**src/rtl/hazard_pkg.sv**
```systemverilog
package hazard_pkg;

  typedef enum logic [1:0] {
    SEL_RF    = 2'b00,
    SEL_EXMEM = 2'b01,
    SEL_MEMWB = 2'b10
  } fwdSel_e;

  // per-source comparison result, one bit per older stage
  typedef struct packed {
    logic ex;
    logic mem;
    logic wb;
  } srcHits_t;

endpackage

```
**src/rtl/hazard_cmp.sv**
```systemverilog
module hazard_cmp
  import hazard_pkg::*;
#(
  parameter int REG_W   = 3,
  parameter int NUM_SRC = 2
) (
  input  logic [NUM_SRC-1:0][REG_W-1:0] srcRegs,
  input  logic [REG_W-1:0]              exRd,
  input  logic                          exWen,
  input  logic [REG_W-1:0]              memRd,
  input  logic                          memWen,
  input  logic [REG_W-1:0]              wbRd,
  input  logic                          wbWen,
  output srcHits_t [NUM_SRC-1:0]        hits
);

  for (genvar i = 0; i < NUM_SRC; i++) begin : g_src
    assign hits[i].ex  = exWen  && (exRd  == srcRegs[i]);
    assign hits[i].mem = memWen && (memRd == srcRegs[i]);
    assign hits[i].wb  = wbWen  && (wbRd  == srcRegs[i]);
  end

endmodule

```
**src/rtl/hazard_ctrl.sv**
```systemverilog
module hazard_ctrl
  import hazard_pkg::*;
#(
  parameter int NUM_SRC  = 2,
  parameter bit WB_IN_RF = 1'b0
) (
  input  srcHits_t [NUM_SRC-1:0] hits,
  input  logic                   exIsLoad,
  output fwdSel_e  [NUM_SRC-1:0] sel,
  output logic                   stall,
  output logic                   bubble
);

  logic [NUM_SRC-1:0] needWait;
  logic [NUM_SRC-1:0] needNop;

  for (genvar i = 0; i < NUM_SRC; i++) begin : g_src
    logic loadUse;
    logic wbLate;

    assign loadUse = hits[i].ex && exIsLoad;

    if (WB_IN_RF) begin : g_wt
      assign wbLate = 1'b0;
    end else begin : g_nowt
      assign wbLate = hits[i].wb && !hits[i].ex && !hits[i].mem;
    end

    assign needWait[i] = loadUse || wbLate;
    assign needNop[i]  = loadUse || wbLate;

    always_comb begin
      if (stall)            sel[i] = SEL_RF;
      else if (hits[i].ex)  sel[i] = SEL_EXMEM;
      else if (hits[i].mem) sel[i] = SEL_MEMWB;
      else                  sel[i] = SEL_RF;
    end

    always_comb begin
      if (!(hits[i].ex || hits[i].mem || hits[i].wb))
        assert_rf_when_quiet_R1: assert (sel[i] == SEL_RF);
      if (sel[i] == SEL_EXMEM)
        assert_exmem_has_hit_R2: assert (hits[i].ex && !stall);
      if (sel[i] == SEL_MEMWB)
        assert_memwb_youngest_R4: assert (hits[i].mem && !hits[i].ex);
      if (hits[i].ex && exIsLoad)
        assert_load_use_holds_R6: assert (stall && bubble && sel[i] == SEL_RF);
    end
  end

  assign stall  = |needWait;
  assign bubble = |needNop;

  always_comb begin
    assert_hold_pair_R9: assert (stall == bubble);
  end

endmodule

```
**src/rtl/hazard_interlock.sv**
```systemverilog
module hazard_interlock
  import hazard_pkg::*;
#(
  parameter int REG_COUNT = 8,
  parameter bit WB_IN_RF  = 1'b0
) (
  input  logic [$clog2(REG_COUNT)-1:0] srcA,
  input  logic [$clog2(REG_COUNT)-1:0] srcB,
  input  logic [$clog2(REG_COUNT)-1:0] exRd,
  input  logic                         exWen,
  input  logic                         exIsLoad,
  input  logic [$clog2(REG_COUNT)-1:0] memRd,
  input  logic                         memWen,
  input  logic [$clog2(REG_COUNT)-1:0] wbRd,
  input  logic                         wbWen,
  output logic [1:0]                   fwdSelA,
  output logic [1:0]                   fwdSelB,
  output logic                         stall,
  output logic                         bubble
);

  localparam int REG_W   = $clog2(REG_COUNT);
  localparam int NUM_SRC = 2;

  logic [NUM_SRC-1:0][REG_W-1:0] srcRegs;
  srcHits_t [NUM_SRC-1:0]        hits;
  fwdSel_e  [NUM_SRC-1:0]        sel;

  assign srcRegs[0] = srcA;
  assign srcRegs[1] = srcB;

  hazard_cmp #(.REG_W(REG_W), .NUM_SRC(NUM_SRC)) u_cmp (
    .srcRegs (srcRegs),
    .exRd    (exRd),
    .exWen   (exWen),
    .memRd   (memRd),
    .memWen  (memWen),
    .wbRd    (wbRd),
    .wbWen   (wbWen),
    .hits    (hits)
  );

  hazard_ctrl #(.NUM_SRC(NUM_SRC), .WB_IN_RF(WB_IN_RF)) u_ctrl (
    .hits     (hits),
    .exIsLoad (exIsLoad),
    .sel      (sel),
    .stall    (stall),
    .bubble   (bubble)
  );

  assign fwdSelA = sel[0];
  assign fwdSelB = sel[1];

endmodule

```
**config.mk**
```make
export PLATFORM = sky130hd
export DESIGN_NAME = hazard_interlock
export DESIGN_NICKNAME = d
export VERILOG_FILES = /design/src/rtl/hazard_pkg.sv /design/src/rtl/hazard_cmp.sv /design/src/rtl/hazard_ctrl.sv /design/src/rtl/hazard_interlock.sv
export SDC_FILE = /design/constraint.sdc
export NUM_CORES = 1
export LEC_CHECK = 0
export BUFFER_PORTS_ARGS = -buffer_cell sky130_fd_sc_hd__buf_2
export CORE_AREA = 2 2 39 41
export DETAILED_ROUTE_END_ITERATION = 6
export DIE_AREA = 0 0 41 43
export PLACE_DENSITY = 0.49
export SETUP_SLACK_MARGIN = 0.05
export SYNTH_ARGS = -nofsm -noshare
export SYNTH_HDL_FRONTEND = slang
export SYNTH_SLANG_ARGS = --single-unit
```
**constraint.sdc**
```tcl
create_clock -name vclk -period 3.1
set_input_delay 0.465 -clock vclk [all_inputs]
set_output_delay 0.465 -clock vclk [all_outputs]
set_load 0.01 [all_outputs]
```
==> impl_metrics.yaml, run 1 <==
cells_and_area:
  fin_nets: 78
  fin_area_um2: 411.6
  fillers: 166
  clock_buffers: 0
  seq_area_um2: 0
  utilization_pct: 29.75
  nFlopsAndLatches: 0
  area_growth_pct: 50.23
  drive_gt1_share_pct: 47.37
  diodes: 0
power:
  peakVddDrop_uv: 39.34
  power_mw: 0.05977
  p_per_area_nw_per_um2: 145.2
  power_leakage_nw: 0.1702
detailed_routing:
  avgViaCountPerCell: 4.548
  vias: 332
  ant_nets: 0
  routed_wl_um: 786
  wl_per_cell_um: 10.77
  drc: 0
  drtIter0Drc: 3
  dr.pass1.iters: 2
grt:
  gr-total-overflow: 0
  grt_max_degree: 6
  antenna_found_initial: 0
  grt_pass1_wl_mm: 1.386
  grt_pass1_vias: 333
  grt_usage_pct: 10.49
sta:
  period_share_pct: 69.39
  fmax_ghz: 0.4649
  worst_slack_ns: 0.9489
  slew_viol_final: 0
  setup_viol: 0
  tightest_slew_ns: 0.3732
  max_slew_margin_pct: 74.48
  finalHoldViolations: 0
  setup_tns_ns: 0
  finalCriticalPeriod_ns: 2.151
  rsz0062_at_grt: "false"
placed_design:
  post-place-ws_ns: 0.9628
  placed_cell_area_um2: 411.6
  gp_congestion: 0.6507
  port_buffers: 25
die:
  core_um2: 1384
  rows: 14
  start_util_pct: 19.80
  die_area_um2: 1763
  ios: 25
  die_x_um: 41
  fp.dieH_um: 43
min_path:
  hp-start: "exIsLoad"
  hold_class: "in2out"
critical_path:
  critPathLaunch: "srcB[1]"
  cp.arrival_ns: 1.69
  start_kind: "input pin"
  worst_ep_required_time_ns: 2.63
  end_kind: "output port"
  path_class: "in2out"
  path_max_fanout: 5
logic_synthesis:
  synth_commonest_cells: "xnor2_1, nand4_1, nor3b_1"
  synth_top_area_share_pct: 57.53
  syn_avg_cell_area_um2: 8.303
  synth_cell_types: 8
  yosysTopAreaCell: "xnor2_1"
  synth_fp_nets: 52
  yosysSeqAreaShare_pct: 0
  yosysMostFrequentCell: "xnor2_1"
  synthTopCellsByArea: "xnor2_1, nor3b_1, nand4_1"
  synth_area_um2: 274.0
  synthCells: 33
  ys_warn_count: 0
cts:
  cts_hold_buf: 0
  ctsResizeCount: 0
  cts_setup_buffers: 0
outcome:
  status: "finished, final reports clean"
flow_run:
  maxCapViolCount: 0
## layout make-up
class	count	area, um2	share of cell area, %
multi-input cells	32	266.5	64.74
well taps	16	20.02	4.863
repair buffers	25	125.1	30.40
## cell usage in the layout (no fill, tap or decap)
master and count:
xnor2_1 18, o21a_1 1, buf_2 25, or3_1 1, nor3b_1 4, nand4_1 4
a2111oi_0 2, and4_4 2
## per-stage QoR
| stage | hold slack [ns] | instances |
|---|---|---|
| final | 1.230 | 73 |
| after CTS | 1.232 | 73 |
| after global routing | 1.248 | 73 |
| after global placement | 1.230 | 73 |
| after detailed placement | 1.230 | 73 |
| after floorplan | 0.9803 | 33 |
## cells by family after synthesis
group                  after synthesis  share of synthesized area, %
AO/OA/AOI/OAI                        3                         9.135
buffers and inverters                1                         2.741
XOR/XNOR                            18                         57.53
AND/OR/NAND/NOR                     11                         30.59
## worst max-delay path, cell delays in order
cell       delay (ns)
buf_2            0.13
xnor2_1          0.18
and4_4           0.27
nor3b_1          0.08
a2111oi_0        0.36
buf_2            0.21
## final timing paths
| path | to | slack [ns] | depth (start not counted) |
|---|---|---|---|
| max | fwdSelA[1] | 0.95 | 6 |
| min | fwdSelB[0] | 1.23 | 3 |
## power breakdown
group	switching [mW]	leakage (nW)	internal, mW
clock network	0	0	0
registers	0	0	0
logic	0.0275	0.170	0.0322
total	0.0275	0.170	0.0322
## layer usage
layer / vias to the layer above / global-route usage, % / wire, um
li1: 171 / - / -
met1: 147 / 13.92 / 321
met2: 14 / 18.44 / 385
met4: 0 / 0 / 0
met3: 0 / 1.047 / 79
met5: - / 0 / 0
Power figures use the tool's default switching activity.
==> run 2: changes to the inputs <==
Settings changed: PLACE_DENSITY 0.49 to 0.5.
Clock period 3.1 ns to 1.8 ns, I/O delays scaled along.
==> impl_metrics.yaml, run 2 (same netlist as run 1, synthesis figures left out) <==
die:
  die_area_um2: 1763
  core_um2: 1384
  ios: 25
  die_x_um: 41
  start_util_pct: 19.80
  rows: 14
  fp.dieH_um: 43
detailed_routing:
  vias: 339
  wl_per_cell_um: 11.21
  drc: 0
  routed_wl_um: 852
  avgViaCountPerCell: 4.461
  drtIter0Drc: 0
  dr.pass1.iters: 1
  ant_nets: 0
power:
  peakVddDrop_uv: 56.97
  p_per_area_nw_per_um2: 247.8
  power_mw: 0.1141
  power_leakage_nw: 0.2006
critical_path:
  critPathBufInv: 2
  path_delay_family: "simple AND/OR/NAND/NOR gates"
  cp_cell_sequence: "buf_2 > xnor2_1 > nand4_1 > nor3b_1 > a2111oi_0 > buf_2"
  worst_ep_required_time_ns: 1.53
  path_max_fanout: 3
  start_kind: "input pin"
  cp_slowest_cell: "a2111oi_0"
  cp.arrival_ns: 1.45
  critPathMostFrequentCell: "buf_2"
  critPathMaxStageDelay_ns: 0.32
  path_class: "in2out"
  end_kind: "output port"
cells_and_area:
  clock_buffers: 0
  fin_nets: 81
  drive_gt1_share_pct: 56.67
  nFlopsAndLatches: 0
  final_cell_mix: "buf_2, xnor2_1, nand4_1, nor3b_1, buf_4"
  fin_area_um2: 460.4
  diodes: 0
  area_growth_pct: 68.04
  utilization_pct: 33.27
  final_common_cell: "buf_2"
  multi_input_area_um2: 292.8
  fin_cells: 76
  fillers: 151
  seq_area_um2: 0
grt:
  antenna_found_initial: 0
  grt_usage_pct: 9.690
  grt_pass1_wl_mm: 1.304
  grt_pass1_vias: 332
  grt_max_degree: 6
  gr-total-overflow: 0
sta:
  setup_viol: 0
  period_share_pct: 95.60
  slew_viol_final: 0
  finalCriticalPeriod_ns: 1.721
  setup_tns_ns: 0
  finalHoldViolations: 0
  fmax_ghz: 0.5812
  rsz0062_at_grt: "false"
  tightest_slew_ns: 0.3544
  max_slew_margin_pct: 76.32
flow_run:
  maxCapViolCount: 0
placed_design:
  dp.cells: 73
  gp_congestion: 0.7245
  port_buffers: 25
  placed_cell_area_um2: 411.6
min_path:
  hold_class: "in2out"
cts:
  cts_hold_buf: 0
outcome:
  status: "finished, final reports clean"
## run 2: where the power goes
group / internal [mW] / switching, mW
combinational: 0.0628 / 0.0513
sequential: 0 / 0
clock: 0 / 0
## run 2: routing by layer
metal / GRT usage [%] / routed length [um] / share of wire [%]
met5: 0 / 0 / 0
met2: 20.00 / 471 / 55
met1: 10.44 / 323 / 38
met3: 0 / 56 / 6.6
met4: 0 / 0 / 0
## run 2: final timing paths
check / start / end / slack [ns] / cells after the start
max: memRd[2] / fwdSelA[1] / 0.08 / 6
min: exIsLoad / fwdSelA[0] / 0.86 / 3
## run 2: area by class of cell
class | instances | area share [%]
multi-input cells | 32 | 63.59
repair buffers | 28 | 32.07
well taps | 16 | 4.348
## run 2: through the flow
step | hold slack (ns) | setup slack (ns)
final | 0.8640 | 0.07928
after global routing | 0.8808 | 0.04226
after CTS | 0.8513 | 0.07559
after detailed placement | 0.8466 | 0.03648
after global placement | 0.8402 | 0.07009
after floorplan | 0.5903 | 0.1691
## run 2: timing repair
| item | in CTS | in global routing |
|---|---|---|
| setup buffers | 0 | 3 |
| gates resized for setup | 1 | 4 |
| setup endpoints to repair | 1 | 4 |
| pin swaps | 0 | 6 |
==> run 3: changes to the inputs <==
Settings changed: CELL_PAD_IN_SITES_DETAIL_PLACEMENT from default to 2, CELL_PAD_IN_SITES_GLOBAL_PLACEMENT from default to 2, CORE_AREA 2 2 39 41 to default, CORE_UTILIZATION from default to 17, DIE_AREA 0 0 41 43 to default, PLACE_DENSITY 0.5 to 0.78, RECOVER_POWER from default to 100.
==> impl_metrics.yaml, run 3 (same netlist as run 1, synthesis figures left out) <==
outcome:
  status: "finished, final reports clean"
cells_and_area:
  clock_buffers: 0
  nFlopsAndLatches: 0
  multi_input_area_um2: 309.0
  fillers: 183
  final_cell_mix: "buf_2, xnor2_1, xnor2_2, nand4_1, clkbuf_1"
  drive_gt1_share_pct: 50.88
  diodes: 0
  final_common_cell: "buf_2"
  area_growth_pct: 68.49
  seq_area_um2: 0
  fin_nets: 78
die:
  die_x_um: 42.15
  die_area_um2: 1776
  core_um2: 1506
  ios: 25
  start_util_pct: 18.19
  fp.dieH_um: 42.15
  rows: 14
power:
  peakVddDrop_uv: 72.47
  switching_share_pct: 44.27
  p_per_area_nw_per_um2: 269.6
  p_clk_share_pct: 0
  power_leakage_nw: 0.1786
  pwr-share-seq_pct: 0
  combPwrFrac_pct: 100.0
  internal_power_mw: 0.06936
  p_sw_mw: 0.05509
detailed_routing:
  drc: 0
  wl_per_cell_um: 12.48
  dr.pass1.iters: 1
  ant_nets: 0
  vias: 340
  routed_wl_um: 911
  avgViaCountPerCell: 4.658
  drtIter0Drc: 0
min_path:
  holdPathStages: 3
  min_to: "fwdSelB[0]"
  hold_class: "in2out"
  hp-start: "exIsLoad"
grt:
  grt_usage_pct: 9.760
  grt_pass1_wl_mm: 1.407
  grt_pass1_vias: 349
  gr-total-overflow: 0
  antenna_found_initial: 0
  grt_max_degree: 6
sta:
  setup_tns_ns: 0
  holdWs_ns: 0.8445
  rsz0062_at_grt: "true"
  fmax_ghz: 0.5862
  max_slew_margin_pct: 73.88
  setup_viol: 0
  finalHoldViolations: 0
  period_share_pct: 94.77
  tightest_slew_ns: 0.3909
  slew_viol_final: 0
  finalCriticalPeriod_ns: 1.706
placed_design:
  gp_congestion: 0.7735
  port_buffers: 25
  hpwl_um: 835.1
critical_path:
  worst_ep_required_time_ns: 1.53
  path_max_fanout: 5
  end_kind: "output port"
  start_kind: "input pin"
  path_class: "in2out"
  cp.arrival_ns: 1.44
flow_run:
  maxCapViolCount: 0
run 3: changes by cell type in the layout (fill, tap and decap cells not counted):
cell / change
a2111oi_0: -1
a2111oi_1: +2
a2111oi_2: -1
buf_2: -6
buf_4: -3
buf_6: +2
clkbuf_1: +4
or3_1: -1
or3_4: +1
xnor2_1: -2
xnor2_2: +2
run 3: final cells by class:
cell class | count | area share (%)
Multi-Input combinational cell | 32 | 66.94
Tap cell | 16 | 4.336
Timing Repair Buffer | 25 | 28.73
run 3: through the flow:
stage | cell area, um2 | util (%) | total power [mW] | instances | worst slack, ns
2_1_floorplan | 274.0 | - | 0.05870 | 33 | 0.1691
3_3_place_gp | 411.6 | 27.33 | 0.1056 | 73 | 0.06310
3_5_place_dp | 411.6 | 27.33 | 0.1067 | 73 | 0.06255
4_1_cts | 411.6 | 27.33 | 0.1067 | 73 | 0.06443
5_1_grt | 461.7 | 30.65 | 0.1335 | 73 | 0.03684
6_report | 461.7 | 30.65 | 0.1244 | 73 | 0.09412
run 3: how the worst max path moves through the flow:
| stage | from | cells past startpoint | slack, ns | endpoint |
|---|---|---|---|---|
| after floorplan | srcB[1] | 4 | 0.17 | fwdSelA[1] |
| after global placement | srcB[1] | 6 | 0.06 | fwdSelA[1] |
| after detailed placement | srcB[0] | 6 | 0.06 | fwdSelA[1] |
| after CTS | srcB[0] | 6 | 0.06 | fwdSelA[1] |
| after global routing | srcB[0] | 6 | 0.04 | stall |
| final | srcB[2] | 6 | 0.09 | stall |
run 3: worst max-delay path, stage by stage:
cell	delay, ns
buf_2	0.14
xnor2_1	0.16
and4_4	0.27
nor3b_1	0.08
or3_4	0.38
buf_6	0.13
run 3: repair_timing:
action,in CTS,in global routing
setup endpoints to repair,0,4
setup buffers,0,0
gates resized for setup,0,10
hold buffers,0,0
run 3: power by group through the flow:
stage | logic, mW | registers (mW) | clock network (mW)
detailed placement | 0.107 | 0 | 0
global route | 0.133 | 0 | 0
finish | 0.124 | 0 | 0
CTS | 0.107 | 0 | 0
global placement | 0.106 | 0 | 0
floorplan | 0.0587 | 0 | 0
run 3: per-layer routing:
| layer | vias to the layer above | track usage (%) | wire length (um) |
|---|---|---|---|
| li1 | 170 | - | - |
| met1 | 157 | 10.91 | 331 |
| met2 | 13 | 20.94 | 526 |
| met3 | 0 | 0.4310 | 53 |
| met4 | 0 | 0 | 0 |
| met5 | - | 0 | 0 |
